`src/rtl/fz_pkg.sv`:
```
package fz_pkg;
  localparam int NPIN = 5;
  localparam int PIN_CS   = 0;
  localparam int PIN_PGM  = 1;
  localparam int PIN_LOAD = 2;
  localparam int PIN_ADDR = 3;
  localparam int PIN_STRB = 4;

  localparam logic [7:0] OFS_MODE = 8'h00;
  localparam logic [7:0] OFS_STAT = 8'h18;
  localparam logic [7:0] OFS_DATA = 8'h20;
  localparam logic [7:0] OFS_ACTL = 8'h24;
  localparam logic [7:0] OFS_WIN0 = 8'h3C;

  typedef struct packed {
    logic [15:0] on;
    logic [15:0] off;
  } win_t;

  function automatic win_t win_reset(input int idx);
    win_t w;
    case (idx)
      PIN_ADDR: begin w.on = 16'd2; w.off = 16'd10; end
      PIN_STRB: begin w.on = 16'd5; w.off = 16'd8;  end
      default:  begin w.on = 16'd0; w.off = 16'd11; end
    endcase
    return w;
  endfunction
endpackage

```
`src/rtl/fz_regs.sv`:
```
module fz_regs
  import fz_pkg::*;
#(
  parameter int AW     = 8,
  parameter int DW     = 32,
  parameter int ADDR_W = 10
) (
  input  logic                  clk,
  input  logic                  rst_n,
  input  logic                  bus_wr,
  input  logic [AW-1:0]         bus_addr,
  input  logic [DW-1:0]         bus_wdata,
  output logic [DW-1:0]         bus_rdata,
  input  logic                  seq_busy,
  input  logic                  seq_done,
  input  logic                  cap_en,
  input  logic [DW-1:0]         cap_data,
  output logic                  mode_user,
  output logic                  start,
  output logic                  irq,
  output logic [ADDR_W-1:0]     word_addr,
  output win_t [NPIN-1:0]       win
);
  localparam int ADDR_LSB = 16;

  logic          actl_en, actl_rd;
  logic          stat_q;
  logic [DW-1:0] data_q;
  logic          wr_mode, wr_stat, wr_actl;

  assign wr_mode = bus_wr && (bus_addr == AW'(OFS_MODE));
  assign wr_stat = bus_wr && (bus_addr == AW'(OFS_STAT));
  assign wr_actl = bus_wr && (bus_addr == AW'(OFS_ACTL));
  assign start   = wr_actl && !seq_busy && !mode_user && bus_wdata[0] && bus_wdata[1];
  assign irq     = stat_q;

  always_ff @(posedge clk or negedge rst_n) begin
    if (!rst_n) begin
      mode_user <= 1'b0;
      stat_q    <= 1'b0;
      data_q    <= '0;
      actl_en   <= 1'b0;
      actl_rd   <= 1'b0;
      word_addr <= '0;
    end else begin
      if (wr_mode) mode_user <= bus_wdata[0];
      if (seq_done)                    stat_q <= 1'b1;
      else if (wr_stat && bus_wdata[0]) stat_q <= 1'b0;
      if (cap_en) data_q <= cap_data;
      if (seq_done) begin
        actl_en <= 1'b0;
        actl_rd <= 1'b0;
      end else if (wr_actl && !seq_busy) begin
        actl_en   <= bus_wdata[0];
        actl_rd   <= bus_wdata[1];
        word_addr <= bus_wdata[ADDR_LSB +: ADDR_W];
      end
    end
  end

  for (genvar i = 0; i < NPIN; i++) begin : g_win
    localparam logic [AW-1:0] OFS = AW'(OFS_WIN0 + 8'(4 * i));
    always_ff @(posedge clk or negedge rst_n) begin
      if (!rst_n)                          win[i] <= win_reset(i);
      else if (bus_wr && bus_addr == OFS) win[i] <= bus_wdata;
    end
  end

  always_comb begin
    bus_rdata = '0;
    case (bus_addr)
      AW'(OFS_MODE): bus_rdata = DW'(mode_user);
      AW'(OFS_STAT): bus_rdata = DW'(stat_q);
      AW'(OFS_DATA): bus_rdata = data_q;
      AW'(OFS_ACTL): begin
        bus_rdata[0] = actl_en;
        bus_rdata[1] = actl_rd;
        bus_rdata[ADDR_LSB +: ADDR_W] = word_addr;
      end
      default: begin
        for (int i = 0; i < NPIN; i++)
          if (bus_addr == AW'(OFS_WIN0 + 8'(4 * i))) bus_rdata = win[i];
      end
    endcase
  end
endmodule

```
`src/rtl/fz_seq.sv`:
```
module fz_seq
  import fz_pkg::*;
#(
  parameter int CW = 16
) (
  input  logic             clk,
  input  logic             rst_n,
  input  logic             start,
  input  win_t [NPIN-1:0]  win,
  output logic             busy,
  output logic [CW-1:0]    cnt,
  output logic             done,
  output logic             cap_en
);
  logic [CW-1:0] last_cyc;

  always_comb begin
    last_cyc = '0;
    for (int i = 0; i < NPIN; i++)
      if (CW'(win[i].off) > last_cyc) last_cyc = CW'(win[i].off);
  end

  assign done   = busy && (cnt == last_cyc);
  assign cap_en = busy && (cnt == CW'(win[PIN_STRB].off));

  always_ff @(posedge clk or negedge rst_n) begin
    if (!rst_n) begin
      busy <= 1'b0;
      cnt  <= '0;
    end else if (start) begin
      busy <= 1'b1;
      cnt  <= '0;
    end else if (done) begin
      busy <= 1'b0;
      cnt  <= '0;
    end else if (busy) begin
      cnt <= cnt + 1'b1;
    end
  end
endmodule

```
`src/rtl/fz_pin_win.sv`:
```
module fz_pin_win #(
  parameter int CW = 16
) (
  input  logic          busy,
  input  logic [CW-1:0] cnt,
  input  logic [15:0]   on,
  input  logic [15:0]   off,
  output logic          act
);
  logic armed;
  assign armed = (on != '0) || (off != '0);
  assign act   = busy && armed && (cnt >= CW'(on)) && (cnt < CW'(off));
endmodule

```
`src/rtl/fuse_autoread_ctrl.sv`:
```
module fuse_autoread_ctrl
  import fz_pkg::*;
#(
  parameter int AW     = 8,
  parameter int DW     = 32,
  parameter int ADDR_W = 10,
  parameter int CW     = 16
) (
  input  logic              clk,
  input  logic              rst_n,
  input  logic              bus_wr,
  input  logic [AW-1:0]     bus_addr,
  input  logic [DW-1:0]     bus_wdata,
  output logic [DW-1:0]     bus_rdata,
  output logic              irq,
  output logic              fz_csn,
  output logic              fz_pgmn,
  output logic              fz_load,
  output logic              fz_addr_vld,
  output logic              fz_strobe,
  output logic [ADDR_W-1:0] fz_addr,
  input  logic [DW-1:0]     fz_rdata
);
  win_t [NPIN-1:0] win;
  logic            seq_busy, seq_done, cap_en, start, mode_user;
  logic [CW-1:0]   cnt;
  logic [ADDR_W-1:0] word_addr;
  logic [NPIN-1:0] act;

  fz_regs #(.AW(AW), .DW(DW), .ADDR_W(ADDR_W)) u_regs (
    .clk(clk), .rst_n(rst_n), .bus_wr(bus_wr), .bus_addr(bus_addr),
    .bus_wdata(bus_wdata), .bus_rdata(bus_rdata), .seq_busy(seq_busy),
    .seq_done(seq_done), .cap_en(cap_en), .cap_data(fz_rdata),
    .mode_user(mode_user), .start(start), .irq(irq),
    .word_addr(word_addr), .win(win)
  );

  fz_seq #(.CW(CW)) u_seq (
    .clk(clk), .rst_n(rst_n), .start(start), .win(win),
    .busy(seq_busy), .cnt(cnt), .done(seq_done), .cap_en(cap_en)
  );

  for (genvar i = 0; i < NPIN; i++) begin : g_pin
    fz_pin_win #(.CW(CW)) u_win (
      .busy(seq_busy), .cnt(cnt), .on(win[i].on), .off(win[i].off), .act(act[i])
    );
  end

  assign fz_csn      = ~act[PIN_CS];
  assign fz_pgmn     = ~act[PIN_PGM];
  assign fz_load     = act[PIN_LOAD];
  assign fz_addr_vld = act[PIN_ADDR];
  assign fz_strobe   = act[PIN_STRB];
  assign fz_addr     = word_addr;
endmodule

```
`config.mk`:
```
export PLATFORM = sky130hd
export DESIGN_NAME = fuse_autoread_ctrl
export DESIGN_NICKNAME = d
export VERILOG_FILES = /design/src/rtl/fz_pkg.sv /design/src/rtl/fz_regs.sv /design/src/rtl/fz_seq.sv /design/src/rtl/fz_pin_win.sv /design/src/rtl/fuse_autoread_ctrl.sv
export SDC_FILE = /design/constraint.sdc
export NUM_CORES = 1
export LEC_CHECK = 0
export CAP_MARGIN = 10
export CORE_UTILIZATION = 60
export CTS_BUF_LIST = sky130_fd_sc_hd__clkbuf_16
export DETAILED_ROUTE_END_ITERATION = 12
export PLACE_DENSITY = 0.87
export SYNTH_ARGS = -nofsm -noshare
export SYNTH_HDL_FRONTEND = slang
export SYNTH_SLANG_ARGS = --single-unit
```
`constraint.sdc`:
```
create_clock -name clk -period 16.1 [get_ports clk]
set_input_delay 1.61 -clock clk [delete_from_list [all_inputs] [get_ports clk]]
set_output_delay 1.61 -clock clk [all_outputs]
set_load 0.005 [all_outputs]
```
==> impl_summary.md, run 1 <==
Worst setup path
Data arrives at the worst endpoint at between 10 and 15 ns. The delay of the slowest cell on the worst path is approximately 0.67 ns. The worst setup path is captured at a register.

The worst reg2reg path depth is 40. The most numerous cell type found on the critical path is sky130_fd_sc_hd__ha_1. The cell type of the slowest stage on the worst timing path is sky130_fd_sc_hd__dfstp_2. Data on the critical path is required at its endpoint by between 15 and 20 ns. The peak fanout along the critical path is 41. The kind of start point of the critical path is a register.

The worst setup path is of the reg -> reg kind.

STA
Setup repair after global routing left no endpoint under its margin. The number of hold violations in the final report came to 0. Setup violations remaining at the end of the flow were counted as 0. The accumulated negative setup slack is 0 ns. The share of the clock period used by the worst path after layout is between 60 and 70%. The count of final max-slew check failures is 0. The worst clock skew is between 0.01 and 0.015 ns. The final period demand of the worst path is ~10 ns.

At the pin with the least slew margin, the transition time is about 1.3 ns. The headroom to the max-slew limit is 11.50%. For this run, the top clock speed supported by timing is just under 100 MHz.

Layout
The finished cells cover just under 0.02 sq mm. Registers take between 0.005 and 0.006 sq mm. The fill cell instance count of the final layout is around 2,000. The area taken by multi-input logic gates is 0.01021 sq mm. The final-stage net count is 2,062.

Of the cells placed in the final design, the portion with a size suffix greater than 1 is a little under a fifth. The area added between synthesis and finish is 14.32%.

Synthesis
The adder and majority gate portion of the synthesized area is ~16%. The number of synthesized flops with an enable pin is 0. When the netlist entered floorplanning its net count stood at a little under 2,000. The proportion of netlist area held by the largest area contributor is between 30% and 40%. After Yosys synthesis, and, or, nand and nor cells account for about a tenth of the synthesized area.

sky130_fd_sc_hd__dfrtp_1 takes more of the synthesized area than any other cell. The fraction of synthesis flops using an asynchronous set or reset pin is 100.0%. After synthesis, the cell types taking the most area are sky130_fd_sc_hd__dfrtp_1, sky130_fd_sc_hd__ha_1, sky130_fd_sc_hd__mux2_2.

The post-synthesis instance total is approximately 1,700. The share of the Yosys chip area taken by registers is roughly a third. Yosys printed 0 warnings.

The compound-gate portion of the synthesized area is 13.45%. The main combinational cell family by area after synthesis is multiplexers. The post-synthesis instance area is approximately 0.017 sq mm.

The mux contribution to synthesized area is 17.60%. The synthesis-stage register bit count is roughly 220. The most instantiated flip-flop cell in the synthesis netlist is sky130_fd_sc_hd__dfrtp_1. The distinct cell type count after synthesis is 67. The parity-gate share of the synthesized area counting xor and xnor cells is between 2 and 3%. In this run the mean area of a mapped cell was ~10 sq um.

Floorplanning
The count of pins on the block boundary is between 100 and 150. The standard cell core area is 0.02725 sq mm. The initialized floorplan defines 60 standard-cell rows. The die width is ~170 um. Measured along the y axis, the die boundary spans 169.4 um. The initial standard-cell utilization of the core is between 60% and 70%. The full die area is 0.02868 sq mm.

Clock tree
The number of clock sinks is 223. The quantity of gates resized following cts is 0. Hold repair after CTS inserted 0 buffers. CTS built an H-tree with a depth of 1. The register clock-pin slew on the reported worst setup and hold paths is 0.06 ns. The number of setup buffers added after CTS is 0. In this run, CTS created clock tree buffers numbering 26. No sink is reached through more buffers than the 3 on the longest clock path. The root buffer cell is sky130_fd_sc_hd__clkbuf_16. TritonCTS built the clock tree. For the worst-skew pair, the clock arrives at the later sink with an insertion delay of 0.55 ns.

Worst hold path
The hold-critical path depth is 1. The type of the most critical hold path is reg -> reg.

Pwr
The analysis attributes to cell leakage a power of 9.056 nW. VDD sags by at most around 92 uV. Dividing total power by cell area gives a power density of roughly 120 mW/mm^2.

The overall power of the completed layout is ~0.0023 W.

Global routing
The via count of the first global-routing pass was roughly 15,000. The total overflow left after global routing is 0. The global-route usage over all layers is between 40% and 50%. The initial antenna violation count came to 3. The maximum number of pins on one net before global-route repair is 90.

The first global-routing pass estimated around 93,000 um of wire.

Detailed routing
In this run the remaining antenna-violating nets after routing total 0. For this block, the initial DRC count from the detailed router was around 1,900. In the routed layout, each cell is associated on average with a via count of a little under 7. After detailed routing, the number of remaining DRC violations is 0. The number of iterations in the first detailed-routing pass is 7. Summed over all layers, the routed wires come to just over 60,000 um. The final route contains ~15,000 vias. Dividing the detail-routed wire length by the instance count gives between 20 and 30 um.

Placed design
The total of buffers placed on input and output ports is around 120. The detailed placement HPWL is 45,040 um. The global placer's final weighted congestion is ~1.0. Once placement finished, the instance area stood at ~0.018 sq mm.

Run status
The flow ran to the end, and the final reports show no timing, DRC or antenna violations.

Run
The number of violations of the max-capacitance limit is 0.
cell families (layout without fill, tap and decap cells):
logic type,after synthesis,count (layout)
and+or+nand+nor,335,335
DFF,223,223
muxes,242,242
adders and majority gates,219,219
xor gates and xnor gates,51,51
buffers and inverters,267,397
AOI/OAI and AO/OA,320,320
other,0,2
synthesized netlist by cell type, drive strengths merged (6+ instances only):
library cell,instances
nand2,43
clkbuf,36
a222oi,32
nor2b,20
a21o,69
or2,6
a22oi,26
nor4,55
o211ai,6
ha,219
buf,30
and3,6
dfrtp,208
nand3,36
inv,201
nand4,34
nand2b,22
mux2i,6
a21oi,86
nor3,18
mux4,21
xor2,27
nor2,77
o21a,6
mux2,215
o21ai,41
xnor2,24
dfstp,15
final cells by class:
cell class	instances	area share [%]
Timing Repair Buffer	149	7.411
Tap cell	372	2.423
Multi-Input combinational cell	1167	53.13
Sequential cell	223	29.14
Clock inverter	21	0.5536
Antenna cell	2	0.02605
Inverter	201	3.927
Clock buffer	26	3.387
final timing paths:
check | from | endpoint | slack, ns
max | u_regs.win[1]$_DFFE_PN1P_ | u_regs.actl_rd$_DFFE_PN0P_ | 5.98
max in group asynchronous | rst_n | u_regs.win[25]$_DFFE_PN0P_ | 13.56
min reg2reg | u_regs.data_q[0]$_DFFE_PN0P_ | u_regs.data_q[0]$_DFFE_PN0P_ | 0.50
min in group asynchronous | rst_n | u_regs.win[100]$_DFFE_PN0P_ | 1.06
max reg2reg | u_regs.win[1]$_DFFE_PN1P_ | u_regs.actl_rd$_DFFE_PN0P_ | 5.98
min | u_regs.data_q[0]$_DFFE_PN0P_ | u_regs.data_q[0]$_DFFE_PN0P_ | 0.50
sequential cells by signal, indices dropped and copies added, names as in the netlist:
name and count:
u_regs.mode_user 1, u_seq.cnt 16, u_regs.actl_en 1, u_regs.irq 1, u_seq.busy 1, u_regs.data_q 32
u_regs.word_addr 10, u_regs.actl_rd 1, u_regs.win 160
per-stage QoR:
stage | util, % | worst slack [ns] | hold slack, ns | cells
2_1_floorplan | - | 6.499 | 0.4782 | 1657
3_3_place_gp | 67.70 | 6.116 | 0.4894 | 2112
3_5_place_dp | 67.70 | 6.131 | 0.4957 | 2112
4_1_cts | 70.48 | 6.107 | 0.5085 | 2159
5_1_grt | 70.49 | 5.326 | 0.5250 | 2160
6_report | 70.50 | 5.983 | 0.5042 | 2161
critical path, delay by kind of cell (launching register included):
family          cells  cell delay [ns]
compound gates     17             3.93
fa+ha+maj           4             1.10
buf+inv             3             0.69
flops               1             0.67
mux                 2             0.84
simple gates       14             2.72
metal layers:
| layer | vias to the layer above | global-route usage [%] | routed length [um] |
|---|---|---|---|
| met5 | - | 0 | 24 |
| met4 | 4 | 26.09 | 4231 |
| met3 | 282 | 10.94 | 7316 |
| met2 | 1056 | 66.67 | 26970 |
| met1 | 7281 | 56.12 | 23580 |
| li1 | 6311 | - | - |
cell usage in the layout, fill, tap and decap left out, drive strengths merged, types with 11 or more instances in the layout:
master | synthesis | routed
ha | 219 | 219
mux2 | 215 | 215
inv | 201 | 211
dfrtp | 208 | 208
clkdlybuf4s50 | 0 | 120
a21oi | 86 | 86
nor2 | 77 | 77
a21o | 69 | 69
nor4 | 55 | 55
nand2 | 43 | 43
o21ai | 41 | 41
nand3 | 36 | 36
nand4 | 34 | 34
a222oi | 32 | 32
buf | 30 | 29
xor2 | 27 | 27
a22oi | 26 | 26
clkbuf | 36 | 26
xnor2 | 24 | 24
nand2b | 22 | 22
mux4 | 21 | 21
nor2b | 20 | 20
nor3 | 18 | 18
dfstp | 15 | 15
clkinv | 0 | 11
report_power, final:
group          switching [W]  internal (W)  leakage (nW)  total [W]
Combinational       0.000576      0.000445          5.70    0.00102
Sequential          0.000120      0.000631          2.95   0.000751
Clock               0.000245      0.000292         0.407   0.000538
Total               0.000941       0.00137          9.06    0.00231
Power figures use the tool's default switching activity.
==> run 2, diff against run 1 <==
Settings changed: CORE_UTILIZATION 60 to 55, PLACE_DENSITY 0.87 to 0.85.
Clock period 16.1 ns to 8.9 ns, I/O delays scaled along.
==> run 2 against run 1 <==
Against the previous run: register-to-register slack worse by 5.9 ns; cell area increased by 6.8%; sequential share of layout area fell by 1.8 points; clock skew grew 0.011 ns; die area increased by 9.0%; setup slack got worse by 5.9 ns; utilization down 1.8 points; clock power grew 110%; sequential power grew 74%; worst hold slack worse by 0.18 ns.
==> impl_summary.md, run 2 (synthesized netlist as in run 1, its figures left out) <==
Global routing
The via count of the first global-routing pass was between 15,000 and 20,000. Global routing finished with a remaining overflow of 0. The global-route usage over all layers is approximately two fifths. The initial antenna violation count is 0. The first global-routing pass estimated between 90,000 and 100,000 um of wire. The maximum number of pins on one net before global-route repair is between 80 and 90.

Detailed routing
The routed layout has ~15,000 vias. The post-detailed-routing wire length is about 64,000 um. The remaining antenna violation count after routing is 0. The initial detailed-routing violation count is 1,823.

The number of iterations in the first detailed-routing pass is 7. The routed wirelength normalized by instance count is 28.46 um. Dividing the detail-routed via count by the number of cells gives approximately 6.8. In the routed design, unresolved DRC markers number 0.

STA
Setup violations remaining at the end of the flow were counted as 0. The final period demand of the worst path is 8.818 ns. The share of the clock period used by the worst path after layout is between 90% and 100%.

The count of final max-slew check failures is 0. The headroom to the max-slew limit is between 20% and 30%. Adding up every negative setup slack in the final design gives 0 ns. The fmax is roughly 110 MHz. Setup repair after global routing could not meet its margin everywhere. The worst clock skew is roughly 0.026 ns. The number of hold violations in the final report is 0. For the pin with the worst max-slew slack, the measured transition is ~1.1 ns.

Worst setup path
The setup slack of the most critical reg-to-reg path is between 0.08 and 0.09 ns. The cell that appears most often on the critical path is sky130_fd_sc_hd__buf_4. The cell type of the slowest stage on the worst timing path is sky130_fd_sc_hd__dfstp_2. For the worst flop-to-flop path, the logic depth is 46. The critical path is of the reg -> reg type.

In this run the critical register-to-register path is captured at u_seq.busy$_DFFE_PN0P_. The arrival time at the worst endpoint is 9.23 ns. The kind of start point of the critical path is a register. The startpoint identified for the worst register-to-register timing path is u_regs.win[1]$_DFFE_PN1P_.

The required time of the critical path is slightly above 9 ns. The kind of cell adding the most delay to the critical path is compound AO/OA/AOI/OAI gates. Along the worst path, the maximum fanout reaches 12. The kind of end point of the critical path is a register.

The critical path contains buffers and inverters numbering 11 combined. The delay of the slowest cell on the worst path is 0.54 ns.

Placed design
The area after detailed placement is 0.01888 sq mm. In this run the tool buffered the top-level ports with around 120 buffer cells. The global placer's final weighted congestion is around 1.1.

After legalization and detailed placement, the total HPWL measured roughly 46,000 um.

Floorplanning
The initial standard-cell utilization of the core is a little under three fifths. The number of rows created at floorplan is 63. The count of pins on the block boundary is between 100 and 150. The die span in y is roughly 180 um. The standard cell core area is about 0.030 sq mm. The full die area is ~0.031 sq mm. Measured along the x axis, the die boundary spans around 180 um.

Layout
In the layout the commonest cells are sky130_fd_sc_hd__ha_1, sky130_fd_sc_hd__mux2_2, sky130_fd_sc_hd__dfrtp_1. The leading cell type in the layout, fill and taps excluded is sky130_fd_sc_hd__ha_1. The final-stage net count is ~2,100. Compared with the post-synthesis result, the final layout area differs by 22.05%. The register with the most flip-flops in the final layout is u_regs.win. The post-route cell area is 0.02051 sq mm. Fill cells in the final layout number 2,265.

The flip-flop count of the largest register after layout is between 150 and 200. The ratio of cells with drive above 1 in the final layout is between 20 and 30%. The largest registers in the layout are u_regs.win x160, u_regs.data_q x32, u_seq.cnt x16.

Pwr
VDD sags by at most around 170 uV. The power density over cell area is about 240 mW/mm^2. The analysis attributes to cell leakage a power of between 9 and 10 nW.

Clock tree
The root buffer cell is sky130_fd_sc_hd__clkbuf_16. The quantity of hold-fixing buffers added after cts is 0. The later pin in the worst-skew pair is clocked with a latency of ~0.56 ns. The number of clock sinks is between 200 and 250. After clock tree synthesis, the clock-pin slew on the worst setup and hold paths is 0.07 ns.

Clock tree synthesis inserted a total of 25 buffers. TritonCTS built the clock tree. The number of buffers between clock root and the deepest sink is 3. In this run the number of H-tree levels came out at 1.

Run
Max-cap violations in this run came to 0.

Worst hold path
The type of the most critical hold path is in -> async.

Run status
The run finished with clean final reports.
[run 2: worst max path at each step]
stage                                           from                    endpoint  slack (ns)  depth (start not counted)
after floorplan            u_regs.win[1]$_DFFE_PN1P_    u_seq.cnt[6]$_DFFE_PN0P_        0.01                         45
after global placement    u_regs.win[10]$_DFFE_PN0P_  u_regs.actl_en$_DFFE_PN0P_       -0.02                         44
after detailed placement  u_regs.win[10]$_DFFE_PN0P_  u_regs.actl_en$_DFFE_PN0P_       -0.21                         44
after CTS                 u_regs.win[10]$_DFFE_PN0P_  u_regs.actl_en$_DFFE_PN0P_        0.02                         43
after global routing       u_regs.win[3]$_DFFE_PN1P_  u_regs.actl_en$_DFFE_PN0P_       -0.30                         44
final                      u_regs.win[1]$_DFFE_PN1P_      u_seq.busy$_DFFE_PN0P_        0.08                         46
[run 2: routing by layer]
layer	GRT usage, %	part of all wire, %
met4	22.92	6.9
met1	52.16	38
met3	8.720	11
met5	0	0
met2	63.95	45
[run 2: worst reg2reg max path, delay by kind of cell (launching register included)]
kind / cells / cell delay (ns)
AO/OA/AOI/OAI: 17 / 3.17
AND/OR/NAND/NOR: 13 / 2.01
buffers and inverters: 11 / 1.65
adder cells (fa/ha/maj): 4 / 1.14
flip-flops: 1 / 0.54
XOR/XNOR: 1 / 0.21
[run 2: repair_timing]
| action | 4_1_cts | 5_1_grt |
|---|---|---|
| gates cloned | 0 | 5 |
| buffers inserted | 0 | 26 |
| gates resized for setup | 3 | 86 |
| setup endpoints to repair | 4 | 20 |
| hold endpoints to repair | 0 | 0 |
| pin swaps | 0 | 42 |
[run 2: layout make-up]
| type | count | area (sq um) | share of cell area (%) |
|---|---|---|---|
| Multi-Input combinational cell | 1167 | 10620 | 51.77 |
| Sequential cell | 223 | 5600 | 27.30 |
| Timing Repair Buffer | 230 | 2150 | 10.48 |
| Inverter | 201 | 754.5 | 3.678 |
| Clock buffer | 25 | 625.6 | 3.050 |
| Tap cell | 390 | 488.0 | 2.379 |
| Clock inverter | 21 | 272.8 | 1.330 |
| Antenna cell | 1 | 2.502 | 0.01220 |
[run 2: per-stage QoR]
stage               total power [W]  hold WS (ns)  setup WS (ns)  cells  utilization [%]
floorplan                  0.002589        0.4782        0.01170   1657                -
global placement           0.003289        0.4918       -0.01651   2180            63.20
detailed placement         0.003319        0.4934        -0.2098   2180            63.20
CTS                        0.004483        0.3397        0.01704   2226            66.27
global route               0.005211        0.3568        -0.2951   2257            68.65
finish                     0.004989        0.3230        0.08242   2258            68.66
[run 2: where the power goes]
| group | total (W) | internal, W | switching [W] |
|---|---|---|---|
| Combinational | 0.00254 | 0.00122 | 0.00132 |
| Clock | 0.00114 | 0.000671 | 0.000471 |
| Sequential | 0.00131 | 0.00114 | 0.000167 |
